==> src/rtl/uart_router_pkg.sv <==
package uart_router_pkg;

  typedef enum logic [1:0] {
    CH_NORMAL    = 2'd0,
    CH_ECHO      = 2'd1,
    CH_LOCAL_LB  = 2'd2,
    CH_REMOTE_LB = 2'd3
  } chan_mode_e;

  localparam int CTRL_W       = 9;
  localparam int CB_RX_FLUSH  = 0;
  localparam int CB_TX_FLUSH  = 1;
  localparam int CB_RX_ON     = 2;
  localparam int CB_RX_OFF    = 3;
  localparam int CB_TX_ON     = 4;
  localparam int CB_TX_OFF    = 5;
  localparam logic [CTRL_W-1:0] CTRL_RST_VAL = 9'h128;

  typedef struct packed {
    logic       vld;
    logic [7:0] data;
  } byte_slot_t;

endpackage

==> src/rtl/uart_ctrl_reg.sv <==
module uart_ctrl_reg
  import uart_router_pkg::*;
(
  input  logic              clk,
  input  logic              rst_n,
  input  logic              wr,
  input  logic [CTRL_W-1:0] wdata,
  output logic [CTRL_W-1:0] q,
  output logic              rx_clr,
  output logic              tx_clr,
  output logic              rx_on,
  output logic              tx_on
);

  localparam logic [CTRL_W-1:0] SELF_CLR_MASK =
    CTRL_W'((1 << CB_RX_FLUSH) | (1 << CB_TX_FLUSH));

  always_ff @(posedge clk or negedge rst_n) begin
    if (!rst_n) q <= CTRL_RST_VAL;
    else if (wr) q <= wdata & ~SELF_CLR_MASK;
  end

  assign rx_clr = wr && wdata[CB_RX_FLUSH];
  assign tx_clr = wr && wdata[CB_TX_FLUSH];
  assign rx_on  = q[CB_RX_ON] && !q[CB_RX_OFF];
  assign tx_on  = q[CB_TX_ON] && !q[CB_TX_OFF];

endmodule

==> src/rtl/uart_rx_store.sv <==
module uart_rx_store #(
  parameter int DEPTH = 64,
  parameter int DW    = 8
) (
  input  logic          clk,
  input  logic          rst_n,
  input  logic          clr,
  input  logic          push,
  input  logic [DW-1:0] push_data,
  input  logic          pop,
  output logic [DW-1:0] head,
  output logic          full,
  output logic          empty
);

  localparam int AW = (DEPTH > 1) ? $clog2(DEPTH) : 1;
  localparam int CW = $clog2(DEPTH + 1);
  localparam logic [AW-1:0] LAST = AW'(DEPTH - 1);

  logic [DW-1:0] mem [DEPTH];
  logic [AW-1:0] wr_ptr, rd_ptr;
  logic [CW-1:0] count;
  logic          do_push, do_pop;

  function automatic logic [AW-1:0] step(input logic [AW-1:0] p);
    return (p == LAST) ? '0 : p + AW'(1);
  endfunction

  assign full    = (count == CW'(DEPTH));
  assign empty   = (count == '0);
  assign do_push = push && !full && !clr;
  assign do_pop  = pop && !empty && !clr;
  assign head    = mem[rd_ptr];

  always_ff @(posedge clk) begin
    if (do_push) mem[wr_ptr] <= push_data;
  end

  always_ff @(posedge clk or negedge rst_n) begin
    if (!rst_n) begin
      wr_ptr <= '0;
      rd_ptr <= '0;
      count  <= '0;
    end else if (clr) begin
      wr_ptr <= '0;
      rd_ptr <= '0;
      count  <= '0;
    end else begin
      if (do_push) wr_ptr <= step(wr_ptr);
      if (do_pop)  rd_ptr <= step(rd_ptr);
      case ({do_push, do_pop})
        2'b10:   count <= count + CW'(1);
        2'b01:   count <= count - CW'(1);
        default: count <= count;
      endcase
    end
  end

endmodule

==> src/rtl/uart_chmode_route.sv <==
module uart_chmode_route
  import uart_router_pkg::*;
(
  input  logic [1:0] chan_mode,
  input  logic       rx_on,
  input  logic       tx_on,
  input  logic       host_wr,
  input  logic [7:0] host_wdata,
  input  logic       host_rd,
  input  logic       line_valid,
  input  logic [7:0] line_data,
  input  logic       brk_pulse,
  input  logic       rx_full,
  input  logic       rx_empty,
  input  logic       tx_ready,
  output logic       rx_push,
  output logic [7:0] rx_push_data,
  output logic       rx_pop,
  output logic       tx_valid,
  output logic [7:0] tx_data,
  output logic       ovr
);

  chan_mode_e mode;
  byte_slot_t rx_cand, tx_cand;
  logic       line_to_rx, line_to_tx;

  assign mode       = chan_mode_e'(chan_mode);
  assign line_to_rx = (mode == CH_NORMAL) || (mode == CH_ECHO);
  assign line_to_tx = (mode == CH_ECHO) || (mode == CH_REMOTE_LB);

  always_comb begin
    rx_cand = '0;
    if (brk_pulse)                              rx_cand = '{vld: 1'b1, data: 8'h00};
    else if (line_valid && line_to_rx)          rx_cand = '{vld: 1'b1, data: line_data};
    else if (host_wr && mode == CH_LOCAL_LB)    rx_cand = '{vld: 1'b1, data: host_wdata};
  end

  always_comb begin
    tx_cand = '0;
    if (line_valid && line_to_tx)               tx_cand = '{vld: 1'b1, data: line_data};
    else if (host_wr && mode == CH_NORMAL)      tx_cand = '{vld: 1'b1, data: host_wdata};
  end

  assign rx_push      = rx_cand.vld && rx_on && !rx_full;
  assign rx_push_data = rx_cand.data;
  assign rx_pop       = host_rd && rx_on && !rx_empty;
  assign tx_valid     = tx_cand.vld && tx_on;
  assign tx_data      = tx_cand.data;
  assign ovr          = (rx_cand.vld && rx_on && rx_full) || (tx_valid && !tx_ready);

endmodule

==> src/rtl/uart_idle_timer.sv <==
module uart_idle_timer #(
  parameter int CHAR_W = 16
) (
  input  logic              clk,
  input  logic              rst_n,
  input  logic              restart,
  input  logic [CHAR_W-1:0] char_cycles,
  input  logic              report_en,
  output logic              expire
);

  localparam int CNT_W = CHAR_W + 2;

  logic [CNT_W-1:0] cnt;

  always_ff @(posedge clk or negedge rst_n) begin
    if (!rst_n) begin
      cnt    <= '0;
      expire <= 1'b0;
    end else begin
      expire <= 1'b0;
      if (restart) begin
        cnt <= {char_cycles, 2'b00};
      end else if (cnt != '0) begin
        cnt <= cnt - CNT_W'(1);
        if (cnt == CNT_W'(1)) expire <= report_en;
      end
    end
  end

endmodule

==> src/rtl/uart_chmode_router.sv <==
module uart_chmode_router
  import uart_router_pkg::*;
#(
  parameter int DEPTH  = 64,
  parameter int CHAR_W = 16
) (
  input  logic              clk,
  input  logic              rst_n,
  input  logic [1:0]        chan_mode,
  input  logic              ctrl_wr,
  input  logic [8:0]        ctrl_wdata,
  output logic [8:0]        ctrl_q,
  input  logic              host_wr,
  input  logic [7:0]        host_wdata,
  input  logic              host_rd,
  output logic [7:0]        rd_data,
  input  logic              line_valid,
  input  logic [7:0]        line_data,
  input  logic              brk_pulse,
  output logic              tx_push_valid,
  output logic [7:0]        tx_push_data,
  input  logic              tx_push_ready,
  output logic              tx_flush,
  input  logic [CHAR_W-1:0] char_cycles,
  input  logic [7:0]        tmo_cfg,
  output logic              ovr_evt,
  output logic              tmo_evt
);

  logic       rx_clr, rx_on, tx_on;
  logic       rx_push, rx_pop, rx_full, rx_empty, ovr_now;
  logic [7:0] rx_push_data, rx_head;

  uart_ctrl_reg u_ctrl (
    .clk    (clk),
    .rst_n  (rst_n),
    .wr     (ctrl_wr),
    .wdata  (ctrl_wdata),
    .q      (ctrl_q),
    .rx_clr (rx_clr),
    .tx_clr (tx_flush),
    .rx_on  (rx_on),
    .tx_on  (tx_on)
  );

  uart_chmode_route u_route (
    .chan_mode    (chan_mode),
    .rx_on        (rx_on),
    .tx_on        (tx_on),
    .host_wr      (host_wr),
    .host_wdata   (host_wdata),
    .host_rd      (host_rd),
    .line_valid   (line_valid),
    .line_data    (line_data),
    .brk_pulse    (brk_pulse),
    .rx_full      (rx_full),
    .rx_empty     (rx_empty),
    .tx_ready     (tx_push_ready),
    .rx_push      (rx_push),
    .rx_push_data (rx_push_data),
    .rx_pop       (rx_pop),
    .tx_valid     (tx_push_valid),
    .tx_data      (tx_push_data),
    .ovr          (ovr_now)
  );

  uart_rx_store #(.DEPTH(DEPTH), .DW(8)) u_rxq (
    .clk       (clk),
    .rst_n     (rst_n),
    .clr       (rx_clr),
    .push      (rx_push),
    .push_data (rx_push_data),
    .pop       (rx_pop),
    .head      (rx_head),
    .full      (rx_full),
    .empty     (rx_empty)
  );

  uart_idle_timer #(.CHAR_W(CHAR_W)) u_tmo (
    .clk         (clk),
    .rst_n       (rst_n),
    .restart     (rx_push && !rx_clr),
    .char_cycles (char_cycles),
    .report_en   (tmo_cfg != 8'h00),
    .expire      (tmo_evt)
  );

  always_ff @(posedge clk or negedge rst_n) begin
    if (!rst_n) begin
      rd_data <= '0;
      ovr_evt <= 1'b0;
    end else begin
      ovr_evt <= ovr_now;
      if (host_rd) rd_data <= (rx_pop && !rx_clr) ? rx_head : 8'h00;
    end
  end

endmodule

==> config.mk <==
export PLATFORM = sky130hd
export DESIGN_NAME = uart_chmode_router
export DESIGN_NICKNAME = d
export VERILOG_FILES = /design/src/rtl/uart_router_pkg.sv /design/src/rtl/uart_ctrl_reg.sv /design/src/rtl/uart_rx_store.sv /design/src/rtl/uart_chmode_route.sv /design/src/rtl/uart_idle_timer.sv /design/src/rtl/uart_chmode_router.sv
export SDC_FILE = /design/constraint.sdc
export NUM_CORES = 1
export LEC_CHECK = 0
export BUFFER_PORTS_ARGS = -buffer_cell sky130_fd_sc_hd__buf_2
export CORE_UTILIZATION = 61
export CTS_CLUSTER_SIZE = 10
export DETAILED_ROUTE_END_ITERATION = 16
export GPL_TIMING_DRIVEN = 0
export PLACE_DENSITY_LB_ADDON = 0.05
export RECOVER_POWER = 100
export SLEW_MARGIN = 20
export SYNTH_ARGS = -nofsm -noshare
export SYNTH_HDL_FRONTEND = slang
export SYNTH_SLANG_ARGS = --single-unit
==> constraint.sdc <==
create_clock -name clk -period 3.75 [get_ports clk]
set_clock_uncertainty 0.05 [all_clocks]
set_input_delay 0.9375 -clock clk [delete_from_list [all_inputs] [get_ports clk]]
set_output_delay 0.9375 -clock clk [all_outputs]
set_load 0.05 [all_outputs]
# After elaboration in Yosys (flattened, before gate mapping)
# Memories as Yosys holds them, arrays and structs flattened.
# Cells that the tools add are included.
totals:
  input_bits: 59
  wordCells: 82
  register_bits: 54
  mem_count: 1
  ramBits: 512
  romBits: 0
  out_inout_bits: 29
  latch_bits: 0
mem_list:
  columns: ["memory", "depth", "width", "rd", "rd_clocked_by_memory_dff", "write_ports", "line_no", "source"]
  rows:
  - ["u_rxq.mem", 64, 8, 1, 0, 1, "uart_rx_store.sv:20", "logic [DW-1:0] mem [DEPTH];"]
op_classes:
  n_eq_ne: 9
  shifts: 0
  n_bitwise: 0
  magnitude_cmp: 0
  add_sub_neg: 5
  reduce_logical: 38
  mux: 21
  multipliers: 0
  n_div: 0
ops:
  columns: ["cell", "n"]
  rows:
  - ["2-to-1 mux 9 bit", 5]
  - ["2-to-1 mux 18 bit", 2]
  - ["2-to-1 mux 6 bit", 6]
  - ["logical AND 1 bit", 21]
  - ["== test 18 x 1 -> 1 bit, second input constant", 1]
  - ["nonzero test 18 bit", 1]
  - ["subtractor 18 x 1 -> 18 bit, second input constant", 1]
  - ["one-hot mux 7 bit (2 select lines)", 1]
  - ["adder 6 x 1 -> 6 bit, second input constant", 2]
  - ["== test 6 bit, second input constant", 2]
  - ["2-to-1 mux 8 bit", 1]
  - ["nonzero test 8 bit", 1]
  - ["adder 7 x 1 -> 7 bit, second input constant", 1]
  - ["== test 7 bit, second input constant", 1]
  - ["zero test 7 bit", 1]
  - ["2-to-1 mux 7 bit", 1]
  - ["subtractor 7 x 1 -> 7 bit, second input constant", 1]
  - ["== test 2 bit, second input constant", 3]
  - ["zero test 1 bit", 6]
  - ["nonzero test 2 bit", 3]
  - ["2-to-1 mux 1 bit", 5]
  - ["== test 2 x 1 -> 1 bit, second input constant", 2]
  - ["logical OR 1 bit", 3]
  - ["nonzero test 3 bit", 1]
  - ["zero test 2 bit", 1]

# Logic depth before layout (Yosys ltp)
# Gate-level depths: netlist of run 1.
logic_depth:
  depth_word: 12
  depth_mapped: 14
  ltp_nobuf: 12

# By module
# A second synthesis of run 1 with hierarchy kept.
unflattened:
  hier_cells: 1397
  hier_area_um2: 23591.4
modules_own_cells:
  columns: ["mod", "area_per_inst_um2", "instances", "cells_each", "seq_area_each_um2"]
  rows:
  - ["uart_rx_store", 21274.2, 1, 1149, 15850.2]
  - ["uart_idle_timer", 1162.4, 1, 126, 475.5]
  - ["uart_chmode_router", 452.9, 1, 41, 225.2]
  - ["uart_chmode_route", 360.3, 1, 59, 0.0]
  - ["uart_ctrl_reg", 341.6, 1, 22, 178.9]

# Worst setup path after synthesis of run 1
# Ideal clock, no wire load.
synth_timing:
  path_kind: "input to output"
  start: "input port chan_mode[0]"
  end: "output port tx_push_valid"
  required_ps: 2763
  setup_slack_ps: -106
  arrival_ps: 2868
  path_stages: 3
  n_path_buf: 0
  cell_sequence: "nor3b_1 -> nor2_1 -> nor3b_1"
synth_via:
  elab_chain_cells: 5
  word_cells_on_any_way: 9
synth_lines:
  columns: ["element", "line_no", "source"]
  rows:
  - ["from (decl)", "uart_chmode_router.sv:9", "input logic [1:0] chan_mode,"]
  - ["zero test 2 bit (tied with other cells)", "uart_chmode_route.sv:42", "else if (host_wr && mode == CH_NORMAL) tx_cand = '{vld: 1'b1, data: host_wdata};"]
  - ["logical AND 1 bit or logical OR 1 bit (tied branches)", "uart_chmode_route.sv:42, uart_chmode_route.sv:30", null]
  - ["2-to-1 mux 9 bit or logical AND 1 bit (tied branches)", "uart_chmode_route.sv:42, uart_chmode_route.sv:41", null]
  - ["2-to-1 mux 9 bit (*)", "uart_chmode_route.sv:41", "if (line_valid && line_to_tx) tx_cand = '{vld: 1'b1, data: line_data};"]
  - ["logical AND 1 bit (*)", "uart_chmode_route.sv:48", "assign tx_valid = tx_cand.vld && tx_on;"]
  - ["to (decl)", "uart_chmode_router.sv:20", "output logic tx_push_valid,"]
# Every way passes the cells marked *; elsewhere a longest branch is shown, timed or not.

# Worst setup path in the final report of run 1
layout_timing:
  start: "input port chan_mode[0]"
  end: "memory u_rxq.mem[50][5] (enable)"
layout_via:
  elab_chain_cells: 11
  word_cells_on_any_way: 15
layout_lines:
  columns: ["element", "line_no", "source"]
  rows:
  - ["== test 2 bit (tied with other cells)", "uart_chmode_route.sv:36", "else if (host_wr && mode == CH_LOCAL_LB) rx_cand = '{vld: 1'b1, data: host_wdata};"]
  - ["logical AND 1 bit or logical OR 1 bit (tied branches)", "uart_chmode_route.sv:36, uart_chmode_route.sv:29", null]
  - ["2-to-1 mux 9 bit or logical AND 1 bit (tied branches)", "uart_chmode_route.sv:36, uart_chmode_route.sv:35", null]
  - ["2-to-1 mux 9 bit (*)", "uart_chmode_route.sv:35", "else if (line_valid && line_to_rx) rx_cand = '{vld: 1'b1, data: line_data};"]
  - ["2-to-1 mux 9 bit (*)", "uart_chmode_route.sv:34", "if (brk_pulse) rx_cand = '{vld: 1'b1, data: 8'h00};"]
  - ["logical AND 1 bit (*) (2 in a row)", "uart_chmode_route.sv:45", "assign rx_push = rx_cand.vld && rx_on && !rx_full;"]
  - ["logical AND 1 bit (*) (2 in a row)", "uart_rx_store.sv:31", "assign do_push = push && !full && !clr;"]
  - ["2-to-1 mux 1 bit (*)", "uart_rx_store.sv:36", "if (do_push) mem[wr_ptr] <= push_data;"]
  - ["2-to-1 mux 1 bit (not written as such) (*)", "uart_rx_store.sv:36", null]
  - ["to (decl)", "uart_rx_store.sv:20", null]
# Marks and branches as above.

==> flow_metrics.py, run 1 <==
metrics = {
    "synthesis": {
        "synth_seq_area_share_pct": 72.8,
        "synth_compound_area_share_pct": 4.17,
        "yosysTopAreaCell": "edfxtp_1",
        "ys_seq_elements": 566,
        "async_flop_share_pct": 9.54,
        "synth_edf_count": 512,
        "synth-xor-area-share_pct": 0.876,
        "yosys.cell_types.count": 62,
        "synth_flop_cell": "edfxtp_1",
        "synth_top_area_share_pct": 66.9,
        "syn_area_um2": 23000,
        "synthTopCellsByArea": "edfxtp_1, mux4_2, dfrtp_1",
        "muxShareOfSynthArea_pct": 14.0,
        "ys_warn_count": 0,
        "syn_inst": 1268,
        "synth_top_family_by_area": "multiplexers",
        "syn_area_per_cell_um2": 18.1,
        "synthSimpleGateAreaFrac_pct": 5.78,
        "synth_fa_ha_area_share_pct": 0.577,
    },
    "final_layout": {
        "final_cell_mix": "edfxtp_1, mux4_2, nor2_1",
        "finalNonFillerCells": 1962,
        "final_nets": 1504,
        "syn2layout_area_growth_pct": 13.1,
        "multiInputGateArea_um2": 5900,
        "antenna_cells": 0,
        "drive_gt1_share_pct": 21.8,
        "regArea_um2": 16700,
        "fill_cells": 2340,
        "final_common_cell": "edfxtp_1",
    },
    "routing": {
        "avgRoutedWirePerCell_um": 26.9,
        "first_pass_iters": 6,
        "viasPerCell": 6.37,
        "drc_errors": 0,
        "met1_length_um": 21700,
        "vias": 12500,
        "wl_met3_um": 4340,
        "first_iter_violations": 1198,
        "wl_um": 52900,
        "ant_nets": 0,
        "highest_layer": "met4",
        "met2WireLength_um": 25100,
    },
    "place": {
        "dp_cells": 1869,
        "gp_congestion": 0.931,
        "io_buffer_count": 84,
        "hpwl_um": 35300,
    },
    "critical_path": {
        "cp_slowest_cell": "nor2_1",
        "crit_type": "input port to register",
        "regToRegSetupSlack_ns": 0.17,
        "path_max_fanout": 10,
        "reg2reg_to": "rd_data[3]",
        "slowest_delay_ns": 0.98,
        "critical_path_arrival_ns": 3.94,
        "rr_startpoint": "u_rxq.rd_ptr[0]",
        "required_ns": 3.89,
        "end_kind": "register",
        "worstPathCellList": "buf_2 > and3b_1 > buf_2 > o311a_1 > nand3_1 > nor2_1 > nand3b_1 > nor2_1",
        "startpoint_type": "input port",
        "r2r_cells": 9,
    },
    "sta": {
        "max_freq_ghz": 0.263,
        "hold_viol_final": 0,
        "slew_headroom_pct": -105,
        "setup_violations": 12,
        "post-route-min-period_ns": 3.80,
        "hold_slack_ns": 0.464,
        "rsz0062_at_grt": "true",
        "setup_slack_ns": -0.0535,
        "setup_tns_ns": -0.410,
        "worstMarginPinSlew_ns": 3.08,
        "period_share_pct": 101,
        "slew_viol_final": 247,
    },
    "floorplanning": {
        "die-area_um2": 38500,
        "rows": 70,
        "core_um2": 36900,
        "die-height_um": 196,
        "fp.dieW_um": 196,
        "io_pins": 88,
        "initial_core_util_pct": 62.3,
    },
    "clock_tree": {
        "cts_sinks": 566,
        "clockBufferDepth": 3,
        "h-tree-depth": 3,
        "cts_buffers": 66,
        "postCtsHoldBufs": 0,
        "tritoncts": "built",
        "cts.clk_slew.worst_paths_ns": 0.05,
        "root_buffer": "clkbuf_16",
        "clk_latency_ns": 0.58,
    },
    "hold_path": {
        "min_delay_path_depth": 1,
        "min-delay-start": "u_ctrl.q[6]",
        "holdPathEnd": "u_ctrl.q[6]",
        "min_path_type": "register to register",
    },
    "job": {
        "drv_cap": 6,
    },
    "grt": {
        "overflow": 0,
        "grt_max_degree": 55,
        "antenna_found_initial": 0,
        "grt_pass1_wl_um": 79400,
        "grt_pass1_vias": 12600,
        "gr-usage-all-layers_pct": 28.8,
    },
    "power_and_ir_drop": {
        "cellPowerDensity_nw_per_um2": 600,
        "power.total_mw": 15.6,
        "ir_drop_mv": 0.420,
        "leakagePower_nw": 8.03,
    },
    "outcome": {
        "status": "complete, but fails checks",
        "violations": "capacitance limit, slew limit, setup timing",
    },
}
-- registers in the layout (all words and copies together), names as in the netlist --
name and flops:
u_rxq.mem 512, u_ctrl.q 7, rd_data 8, u_tmo.cnt 18
u_rxq.count 7, u_tmo.expire 1, u_rxq.wr_ptr 6, u_rxq.rd_ptr 6
ovr_evt 1
-- logic make-up (layout without fill, tap and decap cells) --
kind of cell	after synthesis	after routing
buf+inv	82	271
compound gates	135	135
other cells	1	2
simple gates	279	279
xor+xnor	23	23
mux	172	172
flops	566	566
fa+ha+maj	10	10
-- worst max-delay path by stage --
stage,from,end,slack (ns),cells past startpoint
after floorplan,host_wr,u_rxq.count[6],0.03,14
after global placement,chan_mode[0],u_rxq.mem[30][2],-2.05,5
after detailed placement,brk_pulse,u_rxq.count[6],-1.10,13
after CTS,chan_mode[0],u_rxq.mem[46][2],-0.1,9
after global routing,chan_mode[0],u_rxq.mem[9][4],-0.14,8
final,chan_mode[0],u_rxq.mem[50][5],-0.05,8
-- repair_timing --
action                                 CTS  global route
endpoints found under the hold margin    0             0
pin swaps                                0             0
gates resized for setup                  4            19
setup endpoints to repair              356           249
setup buffers                            0             2
-- area by class of cell --
type / instances / share of cell area [%]
plain buffers: 67 / 1.39
clock buffers: 89 / 7.10
clock inverters: 2 / 0.0481
inverters: 15 / 0.217
multi-input cells: 621 / 22.7
flip-flops and latches: 566 / 64.4
well taps: 504 / 2.43
repair buffers: 98 / 1.75
-- critical path: cells and delay by family --
kind / cells / cell delay (ns)
AO/OA/AOI/OAI: 1 / 0.27
buffers and inverters: 2 / 0.32
AND/OR/NAND/NOR: 5 / 2.40
-- metal layers --
layer | up-vias | GRT usage [%]
li1 | 5405 | -
met1 | 6448 | 40.2
met2 | 516 | 44.3
met3 | 125 | 7.12
met4 | 0 | 11.1
met5 | - | 0
-- cell usage after synthesis, drive strengths merged (4+ instances only) --
library cell    n
a21oi          14
mux2           17
clkbuf         30
nand4           4
a222oi          7
nor3b           5
mux4          117
xor2            6
a211oi         11
and2            5
xnor2          17
buf            37
mux2i          38
dfrtp          51
ha              9
nor2          131
nor2b          14
edfxtp        512
o41ai           8
o21ai          33
nor3           12
a22o           10
a221oi          8
nand3          15
a2111oi         8
nand3b          6
nand2          56
nor4            7
a22oi          24
inv            15
nand4b          4
-- per-stage QoR --
step	util (%)	instance area, um^2	worst slack (ns)
2_1_floorplan	-	23000	0.0277
3_3_place_gp	65.2	24000	-2.05
3_5_place_dp	66.2	24400	-1.10
4_1_cts	71.3	26300	-0.0971
5_1_grt	70.5	26000	-0.142
6_report	70.5	26000	-0.0535
-- report_power, final --
part / internal, mW / total [mW] / switching, mW / leakage (nW)
registers: 7.05 / 7.23 / 0.178 / 5.01
logic: 1.15 / 2.69 / 1.54 / 2.12
clock network: 3.38 / 5.67 / 2.29 / 0.902
(Power assumes the default switching activity.)
==> run 2: changes to the inputs <==
- BUFFER_PORTS_ARGS: -buffer_cell sky130_fd_sc_hd__buf_2 -> -buffer_cell sky130_fd_sc_hd__buf_4
- CORE_MARGIN: unset -> 1.5
==> run 2 against run 1 <==
Against the previous run: combinational power grew 4%; the flow finishes with violations (capacitance limit, slew limit); highest routed layer unchanged; cell count rose by 0.36%; sequential power hardly changed; worst hold slack barely moved; count of clock-buffer cells in the layout up 5; total power grew 1.0%; clock power is essentially flat; die area up 1.0%; wire length is 3.1% higher; sequential cell count stayed put.
==> flow_metrics.py, run 2 (synthesized netlist as in run 1, its figures left out) <==
metrics = {
    "outcome": {
        "status": "complete, but fails checks",
        "violations": "capacitance limit, slew limit",
    },
    "power_and_ir_drop": {
        "leakagePower_nw": 8.25,
        "cellPowerDensity_nw_per_um2": 594,
        "power.total_mw": 15.7,
        "ir_drop_mv": 0.475,
    },
    "grt": {
        "grt_max_degree": 55,
        "grt_pass1_vias": 12600,
        "grt_pass1_wl_um": 81100,
        "antenna_found_initial": 0,
        "gr-usage-all-layers_pct": 29.3,
        "overflow": 0,
    },
    "clock_tree": {
        "cts_sinks": 566,
        "clk_latency_ns": 0.58,
        "clockBufferDepth": 3,
        "h-tree-depth": 3,
        "root_buffer": "clkbuf_16",
        "tritoncts": "built",
        "cts_buffers": 66,
        "cts.clk_slew.worst_paths_ns": 0.06,
    },
    "sta": {
        "rsz0062_at_grt": "true",
        "worstMarginPinSlew_ns": 3.09,
        "post-route-min-period_ns": 3.71,
        "hold_viol_final": 0,
        "setup_tns_ns": 0,
        "max_freq_ghz": 0.269,
        "slew_viol_final": 192,
        "slew_headroom_pct": -106,
        "hold_slack_ns": 0.464,
        "setup_violations": 0,
        "period_share_pct": 99.0,
    },
    "place": {
        "hpwl_um": 35900,
        "post_dp_cell_area_um2": 24700,
        "gp_congestion": 0.901,
        "io_buffer_count": 84,
    },
    "critical_path": {
        "crit_type": "input port to register",
        "startpoint_type": "input port",
        "worstPathCellList": "buf_4 > and3b_1 > buf_2 > o311a_1 > nand3_1 > nor2_1 > nand3b_1 > nor2_1",
        "crit_buf_inv": 2,
        "critical_path_arrival_ns": 3.87,
        "slowest_delay_ns": 0.83,
        "end_kind": "register",
        "crit_family": "simple AND/OR/NAND/NOR gates",
        "crit_path_frequent_cell": "nor2_1",
        "path_max_fanout": 10,
        "required_ns": 3.91,
        "cp_slowest_cell": "nor2_1",
    },
    "routing": {
        "first_pass_iters": 7,
        "ant_nets": 0,
        "drc_errors": 0,
        "first_iter_violations": 1462,
        "vias": 12700,
        "viasPerCell": 6.42,
        "wl_um": 54500,
        "avgRoutedWirePerCell_um": 27.7,
    },
    "floorplanning": {
        "initial_core_util_pct": 62.3,
        "io_pins": 88,
        "die-height_um": 197,
        "fp.dieW_um": 197,
        "core_um2": 36900,
        "rows": 70,
        "die-area_um2": 38900,
    },
    "final_layout": {
        "final_nets": 1506,
        "final_area_um2": 26500,
        "largest_reg_flops": 512,
        "utilization_pct": 71.8,
        "reg_top3": "u_rxq.mem: 512 flops, u_tmo.cnt: 18 flops, rd_data: 8 flops",
        "syn2layout_area_growth_pct": 15.2,
        "regArea_um2": 16700,
        "multiInputGateArea_um2": 5970,
        "drive_gt1_share_pct": 25.1,
        "regMostFlops": "u_rxq.mem",
        "fill_cells": 2267,
        "final_common_cell": "edfxtp_1",
        "final_cell_mix": "edfxtp_1, mux4_2, nor2_1",
        "antenna_cells": 0,
    },
    "job": {
        "drv_cap": 5,
    },
    "hold_path": {
        "min_path_type": "register to register",
    },
}
[run 2: cell types whose count changed in the layout (fill, tap and decap cells not counted), moves of 6 or more]
cell,previous run,this run
o21ai_1,8,20
buf_2,64,9
clkbuf_1,78,58
nor2_2,6,25
clkbuf_2,13,3
buf_16,0,6
o21ai_0,25,13
nor2_1,115,98
buf_4,10,94
[run 2: per-layer routing]
metal | vias up | track usage [%] | wire length (um) | part of all wire, %
met1 | 6510 | 42.3 | 22400 | 41
met5 | - | 0 | 0 | 0
met2 | 608 | 45.7 | 25900 | 48
met3 | 117 | 5.17 | 4460 | 8.2
li1 | 5415 | - | - | -
met4 | 0 | 11.1 | 1750 | 3.2
[run 2: repair_timing]
action / in CTS / in global routing
setup endpoints to repair: 317 / 140
setup buffers: 1 / 0
hold buffers: 0 / 0
resized for setup: 11 / 17
[run 2: final cells by class]
cell class / count / share of cell area [%]
Buffer: 67 / 1.39
Timing Repair Buffer: 100 / 3.22
Tap cell: 504 / 2.38
Multi-Input combinational cell: 621 / 22.5
Inverter: 15 / 0.213
Sequential cell: 566 / 63.2
Clock buffer: 94 / 7.04
Clock inverter: 2 / 0.0473
[run 2: path summary, 6_finish.rpt]
kind                                   end       startpoint  slack (ns)  depth (start not counted)
min                            u_ctrl.q[6]      u_ctrl.q[6]        0.46                          1
min reg2reg                    u_ctrl.q[6]      u_ctrl.q[6]        0.46                          1
max in group asynchronous       rd_data[1]            rst_n        0.56                          1
max                        u_rxq.mem[2][6]     chan_mode[0]        0.04                          8
min in group asynchronous      u_ctrl.q[7]            rst_n        1.31                          1
max reg2reg                     rd_data[4]  u_rxq.rd_ptr[1]        0.24                          8
[run 2: power breakdown]
part           switching (mW)  total [mW]  internal [mW]
sequential              0.194        7.24           7.05
combinational            1.57        2.80           1.22
clock                    2.30        5.70           3.40
[run 2: through the flow]
| step | setup WS [ns] | std cells |
|---|---|---|
| floorplan | 0.0277 | 1269 |
| global placement | -2.11 | 1857 |
| detailed placement | -0.994 | 1872 |
| CTS | 0.0383 | 1969 |
| global route | -0.155 | 1969 |
| finish | 0.0388 | 1969 |
==> run 3: changes to the inputs <==
- CAP_MARGIN: unset -> 15
- CELL_PAD_IN_SITES_DETAIL_PLACEMENT: unset -> 2
- CELL_PAD_IN_SITES_GLOBAL_PLACEMENT: unset -> 2
- CORE_UTILIZATION: 61 -> 47
==> run 3 against run 2 <==
Against the previous run: the run ends with capacitance limit, slew limit, setup timing left; sequential power barely moved; first-iteration DRC count fell by 13%; via count grew 3.4%; count of clock-buffer cells in the layout increased by 20; clock power rose by 4.0%; cell count grew 6.6%; total power grew 2.2%; combinational power rose by 3%; non-clock buffer count is 2 lower; worst setup slack got worse by 0.051 ns; critical path type unchanged.
==> flow_metrics.py, run 3 (synthesized netlist as in run 1, its figures left out) <==
metrics = {
    "place": {
        "gp_congestion": 0.795,
        "io_buffer_count": 84,
        "dp_cells": 1980,
        "pre_cts_ws_ns": -1.34,
        "post_dp_cell_area_um2": 24700,
        "hpwl_um": 46600,
    },
    "routing": {
        "wl_um": 68300,
        "avgRoutedWirePerCell_um": 32.5,
        "first_iter_violations": 1274,
        "viasPerCell": 6.23,
        "first_pass_iters": 5,
        "ant_nets": 0,
        "drc_errors": 0,
        "vias": 13100,
    },
    "sta": {
        "post-route-min-period_ns": 3.76,
        "rsz0062_at_grt": "true",
        "max_freq_ghz": 0.266,
        "worstMarginPinSlew_ns": 2.38,
        "setup_violations": 5,
        "setup_slack_ns": -0.0122,
        "hold_viol_final": 0,
        "period_share_pct": 100,
        "slew_viol_final": 374,
        "slew_headroom_pct": -59.4,
    },
    "clock_tree": {
        "postCtsHoldBufs": 0,
        "cts_buffers": 67,
        "clk_latency_ns": 0.60,
        "cts.clk_slew.worst_paths_ns": 0.05,
        "cts_sinks": 566,
        "h-tree-depth": 3,
        "root_buffer": "clkbuf_16",
        "tritoncts": "built",
        "clockBufferDepth": 3,
    },
    "final_layout": {
        "reg_top3": "u_rxq.mem: 512 flops, u_tmo.cnt: 18 flops, rd_data: 8 flops",
        "regMostFlops": "u_rxq.mem",
        "final_area_um2": 26500,
        "final_common_cell": "edfxtp_1",
        "finalNonFillerCells": 2099,
        "final_nets": 1505,
        "syn2layout_area_growth_pct": 15.2,
        "largest_reg_flops": 512,
        "fill_cells": 4161,
        "final_cell_mix": "edfxtp_1, mux4_2, nor2_1",
        "drive_gt1_share_pct": 23.1,
    },
    "floorplanning": {
        "io_pins": 88,
        "die-area_um2": 50200,
        "initial_core_util_pct": 47.9,
        "rows": 80,
        "core_um2": 47900,
        "die-height_um": 224,
        "fp.dieW_um": 224,
    },
    "grt": {
        "gr-usage-all-layers_pct": 28.0,
        "grt_max_degree": 55,
        "antenna_found_initial": 2,
        "grt_pass1_wl_um": 99300,
        "overflow": 0,
        "grt_pass1_vias": 14400,
    },
    "power_and_ir_drop": {
        "swShare_pct": 27.3,
        "power.internal_mw": 11.7,
        "leakagePower_nw": 8.13,
        "cellPowerDensity_nw_per_um2": 607,
        "ir_drop_mv": 0.440,
        "pwr-share-seq_pct": 45.1,
        "p_sw_mw": 4.39,
        "pwr-share-comb_pct": 18.0,
        "clkPwrFrac_pct": 36.9,
    },
    "critical_path": {
        "critical_path_arrival_ns": 3.92,
        "path_max_fanout": 10,
        "cp_slowest_cell": "nor2_1",
        "end_kind": "register",
        "crit_buf_inv": 2,
        "crit_family": "simple AND/OR/NAND/NOR gates",
        "startpoint_type": "input port",
        "slowest_delay_ns": 0.95,
        "worstPathCellList": "buf_4 > clkbuf_1 > nand2_1 > nand3_1 > nor2_1 > nand3b_1 > nor2_1",
        "crit_path_frequent_cell": "nor2_1",
        "required_ns": 3.91,
        "crit_type": "input port to register",
    },
    "job": {
        "drv_cap": 11,
    },
    "outcome": {
        "status": "complete, but fails checks",
        "violations": "capacitance limit, slew limit, setup timing",
    },
    "hold_path": {
        "min_path_type": "register to register",
    },
}
[run 3: changes by cell type in the layout (fill, tap and decap cells not counted), sizes merged]
cell and change:
buf -34, inv -1, clkbuf +52, clkinv +1
diode +1
[run 3: worst paths after layout]
check                                start              end  slack (ns)  cells after the start
hold reg to reg                u_ctrl.q[7]      u_ctrl.q[7]        0.46                      1
setup / recovery                   ctrl_wr  u_rxq.mem[2][3]       -0.01                      7
hold / removal                 u_ctrl.q[7]      u_ctrl.q[7]        0.46                      1
setup reg to reg           u_rxq.rd_ptr[1]       rd_data[6]        0.04                      7
min in group asynchronous            rst_n    u_tmo.cnt[10]        0.69                      1
max in group asynchronous            rst_n       rd_data[3]        1.97                      1
[run 3: layout make-up]
class / count / area [um^2] / area share (%)
clock inverter: 2 / 21.3 / 0.0804
sequential: 566 / 16700 / 63.2
multi-input combinational: 621 / 5960 / 22.5
antenna: 1 / 2.50 / 0.00945
buffer: 67 / 362 / 1.37
tap: 615 / 769 / 2.91
timing repair buffer: 98 / 649 / 2.45
clock buffer: 114 / 1920 / 7.24
inverter: 15 / 56.3 / 0.213
[run 3: power groups by stage]
stage          clock network, mW  registers, mW  logic [mW]
6_report                    5.93           7.26        2.89
5_1_grt                     6.23           7.28        3.09
4_1_cts                     6.01           7.26        2.98
3_5_place_dp                   0           7.38        2.94
3_3_place_gp                   0           7.37        2.79
2_1_floorplan                  0           7.40        1.89
[run 3: metal layers]
layer  track usage, %  part of all wire [%]  vias to the layer above
met4             9.59                   3.4                        0
met2             47.6                    50                      530
met3             5.52                   6.4                      131
li1                 -                     -                     5438
met5                0                     0                        -
met1             36.0                    40                     6978
[run 3: stage by stage]
stage          utilization [%]  setup TNS (ns)  hold slack [ns]  total power, mW
2_1_floorplan                -               0            0.466             9.29
3_3_place_gp              50.9        -1101.13            0.443             10.2
3_5_place_dp              51.5         -435.38            0.448             10.3
4_1_cts                   55.7               0            0.390             16.3
5_1_grt                   55.2          -0.750            0.478             16.6
6_report                  55.2         -0.0549            0.464             16.1
[run 3: repair_timing]
item	4_1_cts	5_1_grt
resized for setup	19	24
buffers inserted	2	0
endpoints found under the setup margin	496	267
